<file path="config.mk">
export PLATFORM = sky130hd
export DESIGN_NAME = dma_prio_arbiter
export DESIGN_NICKNAME = d
export VERILOG_FILES = /design/src/rtl/dmaarb_pkg.sv /design/src/rtl/dmaarb_cfg_reg.sv /design/src/rtl/dmaarb_pick.sv /design/src/rtl/dmaarb_hold.sv /design/src/rtl/dma_prio_arbiter.sv
export SDC_FILE = /design/constraint.sdc
export NUM_CORES = 1
export LEC_CHECK = 0
export ABC_CLOCK_PERIOD_IN_PS = 19100
export BUFFER_PORTS_ARGS = -buffer_cell sky130_fd_sc_hd__buf_2
export CAP_MARGIN = 15
export CORE_UTILIZATION = 54
export DETAILED_ROUTE_END_ITERATION = 10
export GPL_TIMING_DRIVEN = 0
export PLACE_DENSITY = 0.86
export SYNTH_ARGS = -nofsm -noshare
export SYNTH_HDL_FRONTEND = slang
export SYNTH_SLANG_ARGS = --single-unit
</file>
<file path="constraint.sdc">
create_clock -name clk -period 19.1 [get_ports clk]
set_clock_uncertainty 0.15 [all_clocks]
set_input_delay 0.955 -clock clk [delete_from_list [all_inputs] [get_ports clk]]
set_output_delay 0.955 -clock clk [all_outputs]
set_load 0.05 [all_outputs]
</file>
<file path="src/rtl/dmaarb_pkg.sv">
package dmaarb_pkg;
   localparam int unsigned MAX_CH = 16;
   typedef enum logic {
      ARB_IDLE = 1'b0,
      ARB_OWN  = 1'b1
   } arb_state_e;
endpackage

</file>
<file path="src/rtl/dmaarb_cfg_reg.sv">
module dmaarb_cfg_reg #(
   parameter int unsigned REG_W     = 32,
   parameter logic [REG_W-1:0] RST_VAL = '0
) (
   input  logic             clk,
   input  logic             rst_n,
   input  logic             we,
   input  logic [REG_W-1:0] wdata,
   output logic [REG_W-1:0] q
);
   always_ff @(posedge clk or negedge rst_n) begin
      if (!rst_n)  q <= RST_VAL;
      else if (we) q <= wdata;
   end
endmodule

</file>
<file path="src/rtl/dmaarb_pick.sv">
module dmaarb_pick #(
   parameter int unsigned NUM_CH  = 7,
   parameter int unsigned PRIO_W  = 3,
   parameter bit          TIE_HIGH = 1'b1,
   localparam int unsigned FIELD_W = PRIO_W + 1,
   localparam int unsigned USED_W  = NUM_CH * FIELD_W
) (
   input  logic [USED_W-1:0] cfg,
   input  logic [NUM_CH-1:0] req,
   output logic [NUM_CH-1:0] win_oh,
   output logic              win_any
);
   logic [PRIO_W-1:0] prio [NUM_CH];
   logic [NUM_CH-1:0] elig;

   for (genvar c = 0; c < NUM_CH; c++) begin : g_field
      assign prio[c] = cfg[c*FIELD_W +: PRIO_W];
      assign elig[c] = req[c] & cfg[c*FIELD_W + PRIO_W];
   end

   logic [PRIO_W-1:0] best;
   logic              found;

   if (TIE_HIGH) begin : g_tie_high
      always_comb begin
         best   = '1;
         found  = 1'b0;
         win_oh = '0;
         for (int c = 0; c < NUM_CH; c++) begin
            if (elig[c] && (!found || prio[c] <= best)) begin
               best      = prio[c];
               found     = 1'b1;
               win_oh    = '0;
               win_oh[c] = 1'b1;
            end
         end
      end
   end else begin : g_tie_low
      always_comb begin
         best   = '1;
         found  = 1'b0;
         win_oh = '0;
         for (int c = 0; c < NUM_CH; c++) begin
            if (elig[c] && (!found || prio[c] < best)) begin
               best      = prio[c];
               found     = 1'b1;
               win_oh    = '0;
               win_oh[c] = 1'b1;
            end
         end
      end
   end

   assign win_any = found;
endmodule

</file>
<file path="src/rtl/dmaarb_hold.sv">
module dmaarb_hold
   import dmaarb_pkg::*;
#(
   parameter int unsigned NUM_CH = 7
) (
   input  logic              clk,
   input  logic              rst_n,
   input  logic [NUM_CH-1:0] req,
   input  logic [NUM_CH-1:0] win_oh,
   input  logic              win_any,
   output logic [NUM_CH-1:0] grant
);
   arb_state_e        state_q, state_d;
   logic [NUM_CH-1:0] grant_d;
   logic              owner_req;

   assign owner_req = |(grant & req);

   always_comb begin
      state_d = state_q;
      grant_d = grant;
      unique case (state_q)
         ARB_IDLE: if (win_any) begin
            state_d = ARB_OWN;
            grant_d = win_oh;
         end
         ARB_OWN: if (!owner_req) begin
            state_d = ARB_IDLE;
            grant_d = '0;
         end
         default: begin
            state_d = ARB_IDLE;
            grant_d = '0;
         end
      endcase
   end

   always_ff @(posedge clk or negedge rst_n) begin
      if (!rst_n) begin
         state_q <= ARB_IDLE;
         grant   <= '0;
      end else begin
         state_q <= state_d;
         grant   <= grant_d;
      end
   end
endmodule

</file>
<file path="src/rtl/dma_prio_arbiter.sv">
module dma_prio_arbiter #(
   parameter int unsigned NUM_CH  = 7,
   parameter int unsigned PRIO_W  = 3,
   parameter int unsigned REG_W   = 32,
   parameter logic [REG_W-1:0] RST_VAL = 32'h0765_4321,
   parameter bit          TIE_HIGH = 1'b1
) (
   input  logic              clk,
   input  logic              rst_n,
   input  logic              cfg_we,
   input  logic [REG_W-1:0]  cfg_wdata,
   output logic [REG_W-1:0]  cfg_rdata,
   input  logic [NUM_CH-1:0] req,
   output logic [NUM_CH-1:0] grant,
   output logic              grant_valid,
   output logic              cpu_stall
);
   localparam int unsigned FIELD_W = PRIO_W + 1;
   localparam int unsigned USED_W  = NUM_CH * FIELD_W;

   if (USED_W > REG_W) begin : g_bad_width
      $error("channel fields do not fit in the configuration word");
   end
   if (NUM_CH < 2 || NUM_CH > dmaarb_pkg::MAX_CH) begin : g_bad_count
      $error("channel count out of range");
   end

   logic [NUM_CH-1:0] win_oh;
   logic              win_any;

   dmaarb_cfg_reg #(.REG_W(REG_W), .RST_VAL(RST_VAL)) u_cfg (
      .clk(clk), .rst_n(rst_n), .we(cfg_we), .wdata(cfg_wdata), .q(cfg_rdata)
   );

   dmaarb_pick #(.NUM_CH(NUM_CH), .PRIO_W(PRIO_W), .TIE_HIGH(TIE_HIGH)) u_pick (
      .cfg(cfg_rdata[USED_W-1:0]), .req(req), .win_oh(win_oh), .win_any(win_any)
   );

   dmaarb_hold #(.NUM_CH(NUM_CH)) u_hold (
      .clk(clk), .rst_n(rst_n), .req(req), .win_oh(win_oh), .win_any(win_any),
      .grant(grant)
   );

   assign grant_valid = |grant;
   assign cpu_stall   = grant_valid;
endmodule

</file>
==> impl_metrics.json <==
{
  "status": "finished, final reports clean",
  "ant_nets": 0,
  "report.final.slew_viol_count": 0,
  "grt_overflow_total": 0,
  "syn_area_mm2": 0.002351,
  "antenna_found_initial": 0,
  "finalHoldViolCount": 0,
  "synthArstFlopShare_pct": 100.0,
  "place.gp.congestion": 0.8884,
  "avgViaCountPerCell": 5.625,
  "critPathKind": "in -> reg",
  "synthFlopType": "dfrtp_1",
  "die-height_um": 67.98,
  "slew_headroom_pct": 42.85,
  "ir_worst_vdd_v": 0.00008462,
  "synth.ff_latch_count": 40,
  "first_iter_violations": 161,
  "r2r_cells": 37,
  "n_antenna_cell": 0,
  "core_area_mm2": 0.004086,
  "worstHoldPathCells": 1,
  "cts.sinks": 40,
  "n_fill_cell": 312,
  "nets": 374,
  "drc_errors": 0,
  "cp-start-kind": "input port",
  "yosysSeqAreaShare_pct": 43.21,
  "fin_crit_ps": 9119,
  "cp_slowest_cell": "nor3_1",
  "syn_area_per_cell_um2": 10.40,
  "rows": 23,
  "critPathTopFamily": "compound AO/OA/AOI/OAI gates",
  "dr.pass1.iters": 4,
  "synth.distinct_cells": 44,
  "ys_warn_count": 0,
  "wl_per_cell_um": 15.10,
  "cts_tree": "built",
  "tightest_slew_ps": 857.2,
  "r2r_end": "u_hold.grant[1]",
  "dpl.cell_count": 357,
  "numCtsBuffers": 5,
  "slowest_delay_ps": 480,
  "finalSetupTns_ps": 0,
  "grt_max_degree": 41,
  "synth-edff-count": 0,
  "min_period_over_period_pct": 47.74,
  "setup_violations": 0,
  "rsz0062_at_grt": "no",
  "r2r_setup_slack_ps": 10330,
  "p_leak_nw": 1.483,
  "area.growth.synth_to_final_pct": 24.48,
  "htreeDepth": 2,
  "fmax_mhz": 109.7,
  "end_kind": "flip-flop",
  "grt_pass1_vias": 1794,
  "cts_root_buf": "clkbuf_8",
  "synth_cells": 226,
  "die_x_um": 67.98,
  "hold_end": "u_cfg.q[29]",
  "vias": 2053,
  "fin_util_pct": 71.62,
  "cp_common_cell": "ha_1",
  "path_clk_slew_ps": 80,
  "worst-path-max-fanout": 9,
  "rr_startpoint": "u_cfg.q[3]",
  "io_pins": 83,
  "holdBufCountCts": 0,
  "whs_ps": 361.5,
  "cp.arrival_ps": 9210,
  "die_area_mm2": 0.004621,
  "path_buf_inv": 2,
  "power.density_mw_per_mm2": 113.7,
  "hold_path_class": "reg -> reg",
  "grt.total_usage_pct": 24.96,
  "cts_resized": 0,
  "start_util_pct": 57.53,
  "final_cells": 365,
  "cts_setup_buffers": 0,
  "hp-start": "u_cfg.q[29]",
  "cp.required_ps": 19190,
  "synth.net_count": 286,
  "io_buffer_count": 81,
  "clock_path_buffers": 2,
  "grt_pass1_wl_um": 8335,
  "dp_hpwl_um": 4270,
  "clkLatencyLatePin_ps": 290,
  "drive_above_1_share_pct": 44.76,
  "wl_um": 5512,
  "drv_cap": 0
}
==> where the power goes <==
group          leakage [nW]  total, mW  internal, mW  switching, mW
clock network        0.0552     0.0680        0.0388         0.0292
registers             0.468      0.109        0.0981         0.0110
logic                 0.959      0.156        0.0507          0.105
==> kinds of logic after synthesis <==
| family | Yosys count | share of synthesized area [%] |
|---|---|---|
| and+or+nand+nor | 56 | 11.34 |
| DFF | 40 | 43.21 |
| AOI/OAI and AO/OA | 62 | 18.63 |
| adders and majority gates | 18 | 9.580 |
| muxes | 29 | 13.73 |
| buffers and inverters | 21 | 3.513 |
==> Yosys cell counts, types with 2 or more instances <==
library cell  instances  area share, %
a211o_1               2           0.75
a21o_1                3           0.96
mux2i_1               3            1.3
a31oi_1               6            1.6
dfstp_2              12             13
o21bai_1              3           0.96
nor4_1                2           0.53
dfrtp_1              28             30
o21ai_0              18            3.8
ha_1                 18            9.6
a22o_2                5            2.1
nand2_1              22            3.5
mux2_2               26             12
clkbuf_1              3           0.48
a22oi_1               2           0.64
a21oi_1              10            2.1
nand3_1               3           0.64
or2_2                 2           0.53
nand2b_1              2           0.53
nor2_1               13            2.1
nor3_1                3           0.64
nand3b_1              2           0.64
a22o_1                2           0.75
inv_1                16            2.6
==> final cells by class <==
class | instances | area (µm²) | area share [%]
Buffer | 5 | 22.52 | 0.7696
Clock buffer | 6 | 72.57 | 2.480
Clock inverter | 2 | 35.03 | 1.197
Inverter | 16 | 60.06 | 2.052
Multi-Input combinational cell | 165 | 1252 | 42.80
Sequential cell | 40 | 1016 | 34.72
Tap cell | 50 | 62.56 | 2.138
Timing Repair Buffer | 81 | 405.4 | 13.85
==> routing by layer <==
layer  vias up  GRT usage (%)  share of wire [%]
met4         0          8.854                1.4
met3         7          5.833                5.8
met1       977          33.86                 45
met2        71          38.73                 48
li1        998              -                  -
met5         -              0                  0
==> sequential cells by signal (all words and copies together) (netlist names) <==
register / flops
u_cfg.q: 32
u_hold.grant: 7
u_hold.state_q: 1
==> worst max path at each step <==
stage,from,to,cells past startpoint
3_3_place_gp,req[0],u_hold.grant[1],38
6_report,req[0],u_hold.grant[1],38
3_5_place_dp,req[0],u_hold.grant[0],38
5_1_grt,req[0],u_hold.grant[1],38
2_1_floorplan,req[0],u_hold.grant[0],37
4_1_cts,req[0],u_hold.grant[0],38
==> worst reg2reg max path, delay by kind of cell (launching register included) <==
kind | cells | cell delay [ps]
AOI/OAI and AO/OA | 17 | 3530
adders and majority gates | 6 | 1830
buffers and inverters | 1 | 80
DFF | 1 | 410
muxes | 1 | 240
and+or+nand+nor | 12 | 2490
==> stage by stage <==
stage                     power (mW)  setup slack, ps  instance area, µm²
final                         0.3326             9981                2927
after global routing          0.3516             9351                2927
after CTS                     0.3334            10170                2927
after detailed placement      0.2653             9993                2819
after global placement        0.2607            10130                2819
after floorplan               0.2284            11230                2351
==> cell usage in the layout, fill, tap and decap left out, drive strengths merged, types with 4 or more instances in the layout <==
master	instances
a21oi	10
a22o	7
a31oi	7
buf	83
clkbuf	9
dfrtp	28
dfstp	12
ha	18
inv	16
mux2	26
nand2	22
nand3	4
nor2	14
o21ai	18
o21bai	4
Note: power is estimated with default switching activity, not from simulation.
